<file path="src/rtl/hostio_pkg.sv">
package hostio_pkg;
  typedef enum logic [1:0] {
    K_BYTE = 2'd0,
    K_TAG  = 2'd1,
    K_WORD = 2'd2
  } kind_e;

  typedef struct packed {
    kind_e       kind;
    logic [15:0] data;
  } ent_t;

  localparam logic [7:0] TAG_BYTE = 8'h40;
endpackage

</file>
<file path="src/rtl/hio_sync_fifo.sv">
module hio_sync_fifo #(
  parameter int W     = 8,
  parameter int DEPTH = 4
) (
  input  logic         clk,
  input  logic         rst,
  input  logic         push,
  input  logic [W-1:0] din,
  output logic         full,
  input  logic         pop,
  output logic [W-1:0] dout,
  output logic         empty
);
  localparam int AW = (DEPTH > 1) ? $clog2(DEPTH) : 1;
  localparam int CW = AW + 1;
  localparam logic [CW-1:0] CAP = CW'(DEPTH);

  logic [W-1:0]  mem [DEPTH];
  logic [AW-1:0] wptr, rptr;
  logic [CW-1:0] count;
  logic          do_push, do_pop;

  assign full    = (count == CAP);
  assign empty   = (count == '0);
  assign do_push = push && !full;
  assign do_pop  = pop && !empty;
  assign dout    = mem[rptr];

  always_ff @(posedge clk) begin
    if (do_push) mem[wptr] <= din;
  end

  always_ff @(posedge clk) begin
    if (rst) begin
      wptr  <= '0;
      rptr  <= '0;
      count <= '0;
    end else begin
      if (do_push) wptr <= (wptr == AW'(DEPTH - 1)) ? '0 : wptr + 1'b1;
      if (do_pop)  rptr <= (rptr == AW'(DEPTH - 1)) ? '0 : rptr + 1'b1;
      count <= count + CW'(do_push) - CW'(do_pop);
    end
  end

  // occupancy never exceeds capacity
  p_no_overflow_r9: assert property (@(posedge clk) disable iff (rst)
    count <= CAP);
  // an empty buffer stays empty when only popped
  p_empty_pop_r2: assert property (@(posedge clk) disable iff (rst)
    (empty && !push) |=> empty);
endmodule

</file>
<file path="src/rtl/hio_word_asm.sv">
module hio_word_asm (
  input  logic        clk,
  input  logic        rst,
  input  logic        fen,
  input  logic        tag_wr,
  input  logic        byte_wr,
  input  logic        lo_wr,
  input  logic        hi_wr,
  input  logic [7:0]  wdata,
  output logic        word_push,
  output logic [15:0] word,
  output logic        err
);
  logic       armed_q, lo_vld_q;
  logic [7:0] lo_q;

  always_comb begin
    word_push = hi_wr && armed_q && lo_vld_q;
    word      = {wdata, lo_q};
    err       = ((lo_wr || hi_wr) && !armed_q) ||
                (hi_wr && armed_q && !lo_vld_q);
  end

  always_ff @(posedge clk) begin
    if (rst) begin
      armed_q  <= 1'b0;
      lo_vld_q <= 1'b0;
      lo_q     <= '0;
    end else begin
      if (!fen)         armed_q <= 1'b0;
      else if (tag_wr)  armed_q <= 1'b1;
      else if (byte_wr) armed_q <= 1'b0;

      if (!fen || tag_wr || byte_wr || hi_wr) lo_vld_q <= 1'b0;
      else if (lo_wr && armed_q)              lo_vld_q <= 1'b1;

      if (lo_wr && armed_q) lo_q <= wdata;
    end
  end

  // a burst can only be open while the fast path was enabled
  p_armed_fen_r7: assert property (@(posedge clk) disable iff (rst)
    armed_q |-> $past(fen));
  // a rejected write never produces a word
  p_err_excl_r6: assert property (@(posedge clk) disable iff (rst)
    err |-> !word_push);
endmodule

</file>
<file path="src/rtl/hostio_dual_port.sv">
module hostio_dual_port #(
  parameter int ADDR_W     = 10,
  parameter int BASE       = 'h150,
  parameter int FEN_ADDR   = 'h160,
  parameter int RPLY_DEPTH = 4,
  parameter int OUT_DEPTH  = 4
) (
  input  logic              clk,
  input  logic              rst,
  input  logic [ADDR_W-1:0] io_addr,
  input  logic              io_wr,
  input  logic              io_rd,
  input  logic [7:0]        io_wdata,
  output logic [7:0]        io_rdata,
  input  logic              fifo_en,
  input  logic              rp_valid,
  input  logic [7:0]        rp_data,
  output logic              rp_ready,
  output logic              st_valid,
  output logic [1:0]        st_kind,
  output logic [15:0]       st_data,
  input  logic              st_ready,
  output logic              err
);
  import hostio_pkg::*;

  localparam logic [ADDR_W-1:0] A_IDATA = ADDR_W'(BASE);
  localparam logic [ADDR_W-1:0] A_ODATA = ADDR_W'(BASE + 1);
  localparam logic [ADDR_W-1:0] A_ISTAT = ADDR_W'(BASE + 2);
  localparam logic [ADDR_W-1:0] A_OSTAT = ADDR_W'(BASE + 3);
  localparam logic [ADDR_W-1:0] A_FLO   = ADDR_W'(BASE + 4);
  localparam logic [ADDR_W-1:0] A_FHI   = ADDR_W'(BASE + 5);
  localparam logic [ADDR_W-1:0] A_FEN   = ADDR_W'(FEN_ADDR);
  localparam int EW = $bits(ent_t);

  logic        fen_q;
  logic        rp_full, rp_empty, rp_pop;
  logic [7:0]  rp_head;
  logic        out_full, out_empty, out_push;
  ent_t        out_in, out_head;
  logic        hit_odata, is_tag, tag_wr, byte_wr, lo_wr, hi_wr;
  logic        word_push, asm_err;
  logic [15:0] word;

  always_ff @(posedge clk) begin
    if (rst) fen_q <= 1'b0;
    else     fen_q <= fifo_en;
  end

  // Write decode
  always_comb begin
    hit_odata = io_wr && (io_addr == A_ODATA);
    is_tag    = hit_odata && fen_q && (io_wdata == TAG_BYTE);
    tag_wr    = is_tag && !out_full;
    byte_wr   = hit_odata && !is_tag && !out_full;
    lo_wr     = io_wr && (io_addr == A_FLO);
    hi_wr     = io_wr && (io_addr == A_FHI);
    out_push  = tag_wr || byte_wr || (word_push && !out_full);
    if (tag_wr)       out_in = '{kind: K_TAG,  data: {8'h00, TAG_BYTE}};
    else if (byte_wr) out_in = '{kind: K_BYTE, data: {8'h00, io_wdata}};
    else              out_in = '{kind: K_WORD, data: word};
  end

  hio_word_asm u_asm (
    .clk(clk), .rst(rst), .fen(fen_q),
    .tag_wr(tag_wr), .byte_wr(byte_wr), .lo_wr(lo_wr), .hi_wr(hi_wr),
    .wdata(io_wdata), .word_push(word_push), .word(word), .err(asm_err)
  );

  hio_sync_fifo #(.W(EW), .DEPTH(OUT_DEPTH)) u_out (
    .clk(clk), .rst(rst),
    .push(out_push), .din(out_in), .full(out_full),
    .pop(st_ready), .dout(out_head), .empty(out_empty)
  );

  hio_sync_fifo #(.W(8), .DEPTH(RPLY_DEPTH)) u_rply (
    .clk(clk), .rst(rst),
    .push(rp_valid), .din(rp_data), .full(rp_full),
    .pop(rp_pop), .dout(rp_head), .empty(rp_empty)
  );

  assign rp_ready = !rp_full;
  assign rp_pop   = io_rd && (io_addr == A_IDATA) && !rp_empty;
  assign st_valid = !out_empty;
  assign st_kind  = out_head.kind;
  assign st_data  = out_head.data;

  // Registered read data and error pulse
  always_ff @(posedge clk) begin
    if (rst) begin
      io_rdata <= '0;
      err      <= 1'b0;
    end else begin
      err <= asm_err;
      if (io_rd) begin
        if (io_addr == A_IDATA)      io_rdata <= rp_empty ? 8'h00 : rp_head;
        else if (io_addr == A_ISTAT) io_rdata <= {7'b0, !rp_empty};
        else if (io_addr == A_OSTAT) io_rdata <= {7'b0, !out_full};
        else if (io_addr == A_FEN)   io_rdata <= {7'b0, fen_q};
        else                         io_rdata <= 8'h00;
      end
    end
  end

  // enable status reads back what the engine set
  p_fen_read_r1: assert property (@(posedge clk) disable iff (rst)
    (io_rd && io_addr == A_FEN) |=> io_rdata == {7'b0, $past(fen_q)});
  // a tag entry only enters the stream with the fast path enabled
  p_tag_fen_r4: assert property (@(posedge clk) disable iff (rst)
    (!out_empty && out_head.kind == K_TAG && $rose(st_valid)) |-> $past(fen_q));
endmodule

</file>
<file path="config.mk">
export PLATFORM = sky130hd
export DESIGN_NAME = hostio_dual_port
export DESIGN_NICKNAME = d
export VERILOG_FILES = /design/src/rtl/hostio_pkg.sv /design/src/rtl/hio_sync_fifo.sv /design/src/rtl/hio_word_asm.sv /design/src/rtl/hostio_dual_port.sv
export SDC_FILE = /design/constraint.sdc
export NUM_CORES = 1
export LEC_CHECK = 0
export BUFFER_PORTS_ARGS = -buffer_cell sky130_fd_sc_hd__buf_2
export CAP_MARGIN = 20
export CORE_UTILIZATION = 45
export DETAILED_ROUTE_END_ITERATION = 8
export SYNTH_ARGS = -nofsm -noshare
export SYNTH_HDL_FRONTEND = slang
export SYNTH_HIERARCHICAL = 1
export SYNTH_SLANG_ARGS = --single-unit
</file>
<file path="constraint.sdc">
create_clock -name clk -period 6.7 [get_ports clk]
set_input_delay 1.005 -clock clk [delete_from_list [all_inputs] [get_ports clk]]
set_output_delay 1.005 -clock clk [all_outputs]
set_load 0.02 [all_outputs]
</file>
==> results of run 1 <==
[cell usage in the layout (no fill, tap or decap), drive strengths merged, types with 2 or more instances in the layout]
cell and count:
nor3 6, buf 63, xnor2 2, mux2 8, nor2 19, mux2i 2
nand2b 3, fa 2, o21ai 2, o31ai 4, nand2 4, a21oi 23
a21o 2, nor4b 2, clkinv 5, a21bo 8, nor4bb 2, mux4 26
and2 11, clkinvlp 2, nor2b 13, or3 3, clkbuf 24, or3b 3
nand3 12, edfxtp 104, nand3b 2, and3 11, dfxtp 38, inv 20
ha 14
[cell type report]
cell class	count	share of cell area
well taps	176	0.0316
flip-flops and latches	142	0.558
inverters	20	0.0108
clock inverters	8	0.00971
clock buffers	24	0.0663
repair buffers	63	0.0460
multi-input cells	192	0.277
[metal layers]
layer	global-route usage	wire [um]	up-vias
li1	-	-	1532
met1	0.207	4790	1624
met2	0.265	5160	72
met3	0.0473	438	14
met4	0.0680	174	0
met5	0	0	-
[registers in the layout, summed over array words and instances, names as in the netlist, named ones only]
name / flops
u_asm/armed_q: 1
fen_q: 1
u_rply/rptr: 2
io_rdata: 8
u_asm/lo_vld_q: 1
u_rply/mem: 32
u_out/count: 3
u_rply/wptr: 2
u_out/wptr: 2
u_rply/count: 3
u_out/rptr: 2
u_asm/lo_q: 8
u_out/mem: 72
err: 1
[critical path, cell delays in order]
cell and delay, ps:
buf_2 110, or3b_2 510, nor2_1 360, and3_1 280, and3_2 180, inv_1 40
o21ai_1 340, and2_4 230, inv_1 40, ha_1 260, inv_1 40, ha_1 190
fa_1 380, xnor2_1 180, xnor2_1 140, nor2_1 50
[cell usage after synthesis, types with 3 or more instances]
master / number / area, um^2
edfxtp_1: 104 / 3120
and2_1: 9 / 56.3
nor2b_1: 13 / 81.3
buf_6: 7 / 78.8
buf_4: 8 / 60.1
and3_2: 6 / 45.0
nand3_1: 4 / 20.0
nand3_2: 8 / 80.1
mux2_4: 8 / 120
nand2b_1: 3 / 18.8
a21oi_1: 12 / 60.1
a21bo_2: 8 / 80.1
a21oi_2: 11 / 96.3
inv_1: 20 / 75.1
buf_2: 3 / 15.0
and3_1: 5 / 31.3
nor2_1: 19 / 71.3
mux4_2: 26 / 586
nor3_1: 5 / 25.0
ha_1: 14 / 175
clkbuf_1: 3 / 11.3
nand2_1: 3 / 11.3
dfxtp_1: 38 / 761
or3_1: 3 / 18.8
[cells by family after synthesis]
| kind of cell | after synthesis | share of synthesized area |
|---|---|---|
| compound gates | 41 | 0.0517 |
| xor+xnor | 3 | 0.00431 |
| fa+ha+maj | 16 | 0.0353 |
| buf+inv | 44 | 0.0466 |
| flops | 142 | 0.637 |
| mux | 36 | 0.119 |
| simple gates | 96 | 0.106 |
[worst min path at each step]
stage	startpoint	endpoint	slack, ps	depth (start not counted)
2_1_floorplan	u_out/rptr[0]$_SDFFE_PP0N_	register	460	2
3_3_place_gp	u_out/rptr[0]$_SDFFE_PP0N_	u_out/rptr[0]$_SDFFE_PP0N_	480	2
3_5_place_dp	u_out/rptr[0]$_SDFFE_PP0N_	register	490	2
4_1_cts	u_out/rptr[0]$_SDFFE_PP0N_	u_out/rptr[0]$_SDFFE_PP0N_	500	2
5_1_grt	u_out/rptr[0]$_SDFFE_PP0N_	u_out/rptr[0]$_SDFFE_PP0N_	540	2
6_report	u_out/rptr[0]$_SDFFE_PP0N_	u_out/rptr[0]$_SDFFE_PP0N_	500	2
[power breakdown]
group	internal, mW	total (mW)	switching (mW)
combinational	0.115	0.252	0.137
sequential	0.975	1.00	0.0281
clock	0.515	0.838	0.323
total	1.60	2.09	0.489
==> metrics.md, run 1 <==
| Metric | Value |
|---|---|
| Status | `finished clean` |
| Final Cycle Share | `0.607` |
| CTS tree | `yes` |
| Die Ht | `118 um` |
| All-layer global routing usage | `0.164` |
| Core Footprint | `13,200 um^2` |
| Synthesized area | `6100 um^2` |
| Post-Layout Cell Count | `625` |
| CTS root buffer | `clkbuf_16` |
| Slew margin rel. | `0.365` |
| Max-cap violation count | `0` |
| CP Class | `in2reg` |
| Vias in the first global route | `3,228` |
| F_max | `0.246 GHz` |
| Max Buffers Root-to-Sink | `2` |
| Reg clk slew, reported paths | `50 ps` |
| Post-CTS sizing | `0` |
| Final setup viols | `0` |
| Place WS | `2210 ps` |
| Starting Density | `0.461` |
| Cells after Synth | `378` |
| Routed WL | `10.6 mm` |
| Placed Cells | `593` |
| Async S/R FF share, synth | `0` |
| DR WL/cell | `16.9 um` |
| CP max FO | `8` |
| Pin count of the biggest net entering global routing | `36` |
| R2r endpoint | `u_out/count[2]$_SDFF_PP0_` |
| # rows | `42` |
| CTS buffer count | `17` |
| Final-report max-slew violation count | `0` |
| Starting DRT DRC Count | `208` |
| Number of synthesized flops with an enable pin | `104` |
| Die X | `118 um` |
| Final core occ | `0.526` |
| Power Total | `2.09 mW` |
| Register area | `3880 um^2` |
| Final Cell Area | `6960 um^2` |
| Grt ovf | `0` |
| Clk sinks | `142` |
| Syn Area/Cell | `16.1 um^2` |
| Synth Flop Type | `edfxtp_1` |
| Gpl congestion | `0.711` |
| Placement-stage cell area | `6430 um^2` |
| Seq cells post-synth | `142` |
| R2r setup slk | `3390 ps` |
| Clock Skews | `7.46 ps` |
| Final setup margin | `2630 ps` |
| Worst Reg2Reg Path Length in Cells | `14` |
| Pwr/cell area | `301 nW/um^2` |
| Total number of vias | `3,242` |
| Area of the multi-input gates | `1930 um^2` |
| Min Hold Slack | `498 ps` |
| Area grow syn2layout | `14.1%` |
| Pleak | `2.67 nW` |
| Antenna violations before repair | `0` |
| Die footprint | `14,000 um^2` |
| Hold-fix buffer count after cts | `0` |
| Fill cell count | `1,126` |
| Remaining antenna violation count after routing | `0` |
| Type of the worst min-delay path | `reg2reg` |
| Vias per cell | `5.19` |
| Tmin final | `4070 ps` |
| Port bufs | `61` |
| Clk_lat worst skew | `410 ps` |
| CP required | `6970 ps` |
| I/O pin cnt | `62` |
| DP Wirelength | `6.88 mm` |
| Post-CTS setup buffers | `0` |
| NumNets Final | `485` |
| First-pass GRT wire length | `17.0 mm` |
| VDD IR max | `0.000161 V` |
| H-tree depth | `4` |
| Unrepaired setup endpoints after global routing | `no` |
| Share of cells above drive strength 1 | `0.365` |
| CP Data Arrival Time | `4340 ps` |
| Critical Path Sink Type | `register` |
| Critical Path End | `u_out/count[2]$_SDFF_PP0_` |
| Slew @ Worst Pin | `951 ps` |
| DRC viols | `0` |
| DR pass1 iterations | `6` |
| Worst r2r src | `u_out/count[1]$_SDFF_PP0_` |
| Synth Net Count | `427` |
| Netlist cell types | `50` |
| Warnings, synthesis | `6` |
| Crit path from | `io_addr[5]` |
| Final hold vios | `0` |
| Critical path launch point type | `input port` |
| Sequential fraction of the synthesis area | `0.637` |
| Fin Setup TNS | `0 ps` |
| Inserted Diodes | `0` |
Note: power is estimated with default switching activity, not from simulation.
==> run 2, diff against run 1 <==
--- a/config.mk
+++ b/config.mk
@@ -9,6 +9,7 @@
 export CAP_MARGIN = 20
 export CORE_UTILIZATION = 45
 export DETAILED_ROUTE_END_ITERATION = 8
+export PLACE_DENSITY = 0.66
 export SYNTH_ARGS = -nofsm -noshare
 export SYNTH_HDL_FRONTEND = slang
 export SYNTH_HIERARCHICAL = 1
==> constraint.sdc (replaced) <==
create_clock -name clk -period 3.7 [get_ports clk]
set_input_delay 0.555 -clock clk [delete_from_list [all_inputs] [get_ports clk]]
set_output_delay 0.555 -clock clk [all_outputs]
set_load 0.02 [all_outputs]
==> run 2 against run 1 <==
Against the previous run: critical path depth did not move; register-to-register slack worse by 2600 ps; combinational power increased by 80%; first-iteration DRC count decreased by 27%; non-clock buffer count rose by 5; largest power group is now clock.
==> metrics.md, run 2 (synthesis results as in run 1) <==
| Metric | Value |
|---|---|
| Grt ovf | `0` |
| Routed WL | `11.0 mm` |
| Starting DRT DRC Count | `152` |
| Post-CTS sizing | `0` |
| Placement-stage cell area | `6470 um^2` |
| Final setup viols | `0` |
| Final setup margin | `588 ps` |
| Hold path start | `rp_data[0]` |
| Psw | `0.949 mW` |
| F_max | `0.321 GHz` |
| Hold-fix buffer count after cts | `0` |
| Die footprint | `14,000 um^2` |
| Max-cap violation count | `0` |
| Max Buffers Root-to-Sink | `2` |
| Critical path launch point type | `input port` |
| DP Wirelength | `6.98 mm` |
| Remaining antenna violation count after routing | `0` |
| Reg power frac | `0.444` |
| GR Util met3 | `0.0458` |
| Antenna violations before repair | `0` |
| H-tree depth | `4` |
| Crit path from | `io_addr[5]` |
| Final hold vios | `0` |
| CTS tree | `yes` |
| Fin Setup TNS | `0 ps` |
| Core Footprint | `13,200 um^2` |
| CTS buffer count | `17` |
| DR WL/cell | `17.5 um` |
| CTS root buffer | `clkbuf_16` |
| Power Total | `4.09 mW` |
| Clk sinks | `142` |
| Clk_lat worst skew | `420 ps` |
| Slew @ Worst Pin | `906 ps` |
| Place WS | `152 ps` |
| Commonest non-fill, non-tap cell in the layout | `edfxtp_1` |
| CP Data Arrival Time | `3390 ps` |
| Post-CTS setup buffers | `0` |
| Tmin final | `3110 ps` |
| Critical Path Sink Type | `register` |
| Slowest CP cell | `or3b_2` |
| Unrepaired setup endpoints after global routing | `no` |
| Vias per cell | `5.18` |
| Largest register FFs | `72` |
| Internal Pwr Total | `3.14 mW` |
| Register name with the most flops | `u_out/mem` |
| NumNets Final | `490` |
| First-pass GRT wire length | `17.8 mm` |
| DR pass1 iterations | `5` |
| Total number of vias | `3,264` |
| Slew margin rel. | `0.395` |
| Pleak | `2.74 nW` |
| Most frequent cells in the layout | `104 x edfxtp_1, 61 x buf_2, 38 x dfxtp_1` |
| Share of cells above drive strength 1 | `0.388` |
| Gpl congestion | `0.741` |
| DRC viols | `0` |
| # rows | `42` |
| CP required | `3980 ps` |
| I/O pin cnt | `62` |
| Starting Density | `0.461` |
| Final-report max-slew violation count | `0` |
| Final Cell Area | `7110 um^2` |
| Clock Skews | `8.53 ps` |
| Type of the worst min-delay path | `in2reg` |
| All-layer global routing usage | `0.172` |
| CP max FO | `4` |
| Port bufs | `61` |
| Final Cycle Share | `0.841` |
| Comb power frac | `0.111` |
| Status | `finished clean` |
| VDD IR max | `0.000334 V` |
| Area grow syn2layout | `16.5%` |
| Worst r2r src | `u_out/count[1]$_SDFF_PP0_` |
| Switching share of power | `0.232` |
| CP Class | `in2reg` |
| Reg clk slew, reported paths | `60 ps` |
| Fill cell count | `1,104` |
| Pin count of the biggest net entering global routing | `36` |
| Pwr/cell area | `575 nW/um^2` |
| Grt met1 use | `0.207` |
| Top Registers | `u_out/mem (72), u_rply/mem (32)` |
| Die X | `118 um` |
| Inserted Diodes | `0` |
| Top cell by count, worst path | `inv_1` |
| Worst-path cell chain | `buf_2 > or3b_2 > nor2_1 > and3_1 > and3_2 > inv_1 > o21ai_1 > and2_4 > inv_1 > ha_1 > inv_1 > ha_1 > fa_1 > xnor2_1 > xnor2_1 > nor2_1` |
| Vias in the first global route | `3,504` |
| Met2 usage | `0.288` |
| CP max stage delay | `510 ps` |
| Clock power frac | `0.445` |
| Die Ht | `118 um` |
| Most used routing layer | `met2` |
==> run 2: cell types whose count changed in the layout (fill, tap and decap cells not counted), moves of 2 or more <==
cell / previous run / this run
buf_4: 2 / 7
inv_6: 0 / 2
clkinv_2: 3 / 1
clkinv_4: 0 / 2
bufinv_16: 1 / 4
clkbuf_1: 6 / 1
clkinv_1: 2 / 0
==> run 2: per-layer routing <==
metal / routed length (um) / share of wire / up-vias
li1: - / - / 1542
met1: 4880 / 0.44 / 1641
met2: 5590 / 0.51 / 65
met3: 363 / 0.033 / 16
met4: 197 / 0.018 / 0
met5: 0 / 0 / -
==> run 2: layout make-up <==
cell class / count / area (um^2) / share of cell area
Sequential cell: 142 / 3880 / 0.546
Multi-Input combinational cell: 192 / 1930 / 0.272
Clock buffer: 20 / 457 / 0.0643
Timing Repair Buffer: 68 / 358 / 0.0504
Tap cell: 176 / 220 / 0.0310
Clock inverter: 12 / 183 / 0.0257
Inverter: 20 / 75.1 / 0.0106
==> run 2: stage by stage <==
| step | hold WS (ps) | cells | util |
|---|---|---|---|
| finish | 353 | 630 | 0.537 |
| global route | 344 | 630 | 0.537 |
| CTS | 334 | 630 | 0.537 |
| detailed placement | 494 | 598 | 0.488 |
| global placement | 481 | 598 | 0.488 |
| floorplan | 456 | 378 | - |
==> run 2: worst paths after layout <==
path,cells after the start,end,slack [ps]
worst max-delay path,16,u_out/count[2]$_SDFF_PP0_,590
worst min-delay path,1,u_rply/mem[3][0]$_DFFE_PP_,350
worst max register to register,14,u_out/count[2]$_SDFF_PP0_,840
worst min register to register,2,u_out/rptr[0]$_SDFFE_PP0N_,510
==> run 2: power by group through the flow <==
| stage | sequential [mW] | clock (mW) | combinational (mW) |
|---|---|---|---|
| after detailed placement | 1.85 | 0 | 0.464 |
| after global routing | 1.82 | 1.91 | 0.510 |
| after global placement | 1.85 | 0 | 0.451 |
| after CTS | 1.82 | 1.86 | 0.467 |
| after floorplan | 1.82 | 0 | 0.376 |
| final | 1.81 | 1.82 | 0.454 |
==> run 2: worst max-delay path: cells and delay by family <==
kind                     cells  cell delay [ps]
AO/OA/AOI/OAI                1              140
XOR/XNOR                     2              330
adder cells (fa/ha/maj)      3              820
buffers and inverters        4              230
AND/OR/NAND/NOR              6             1320
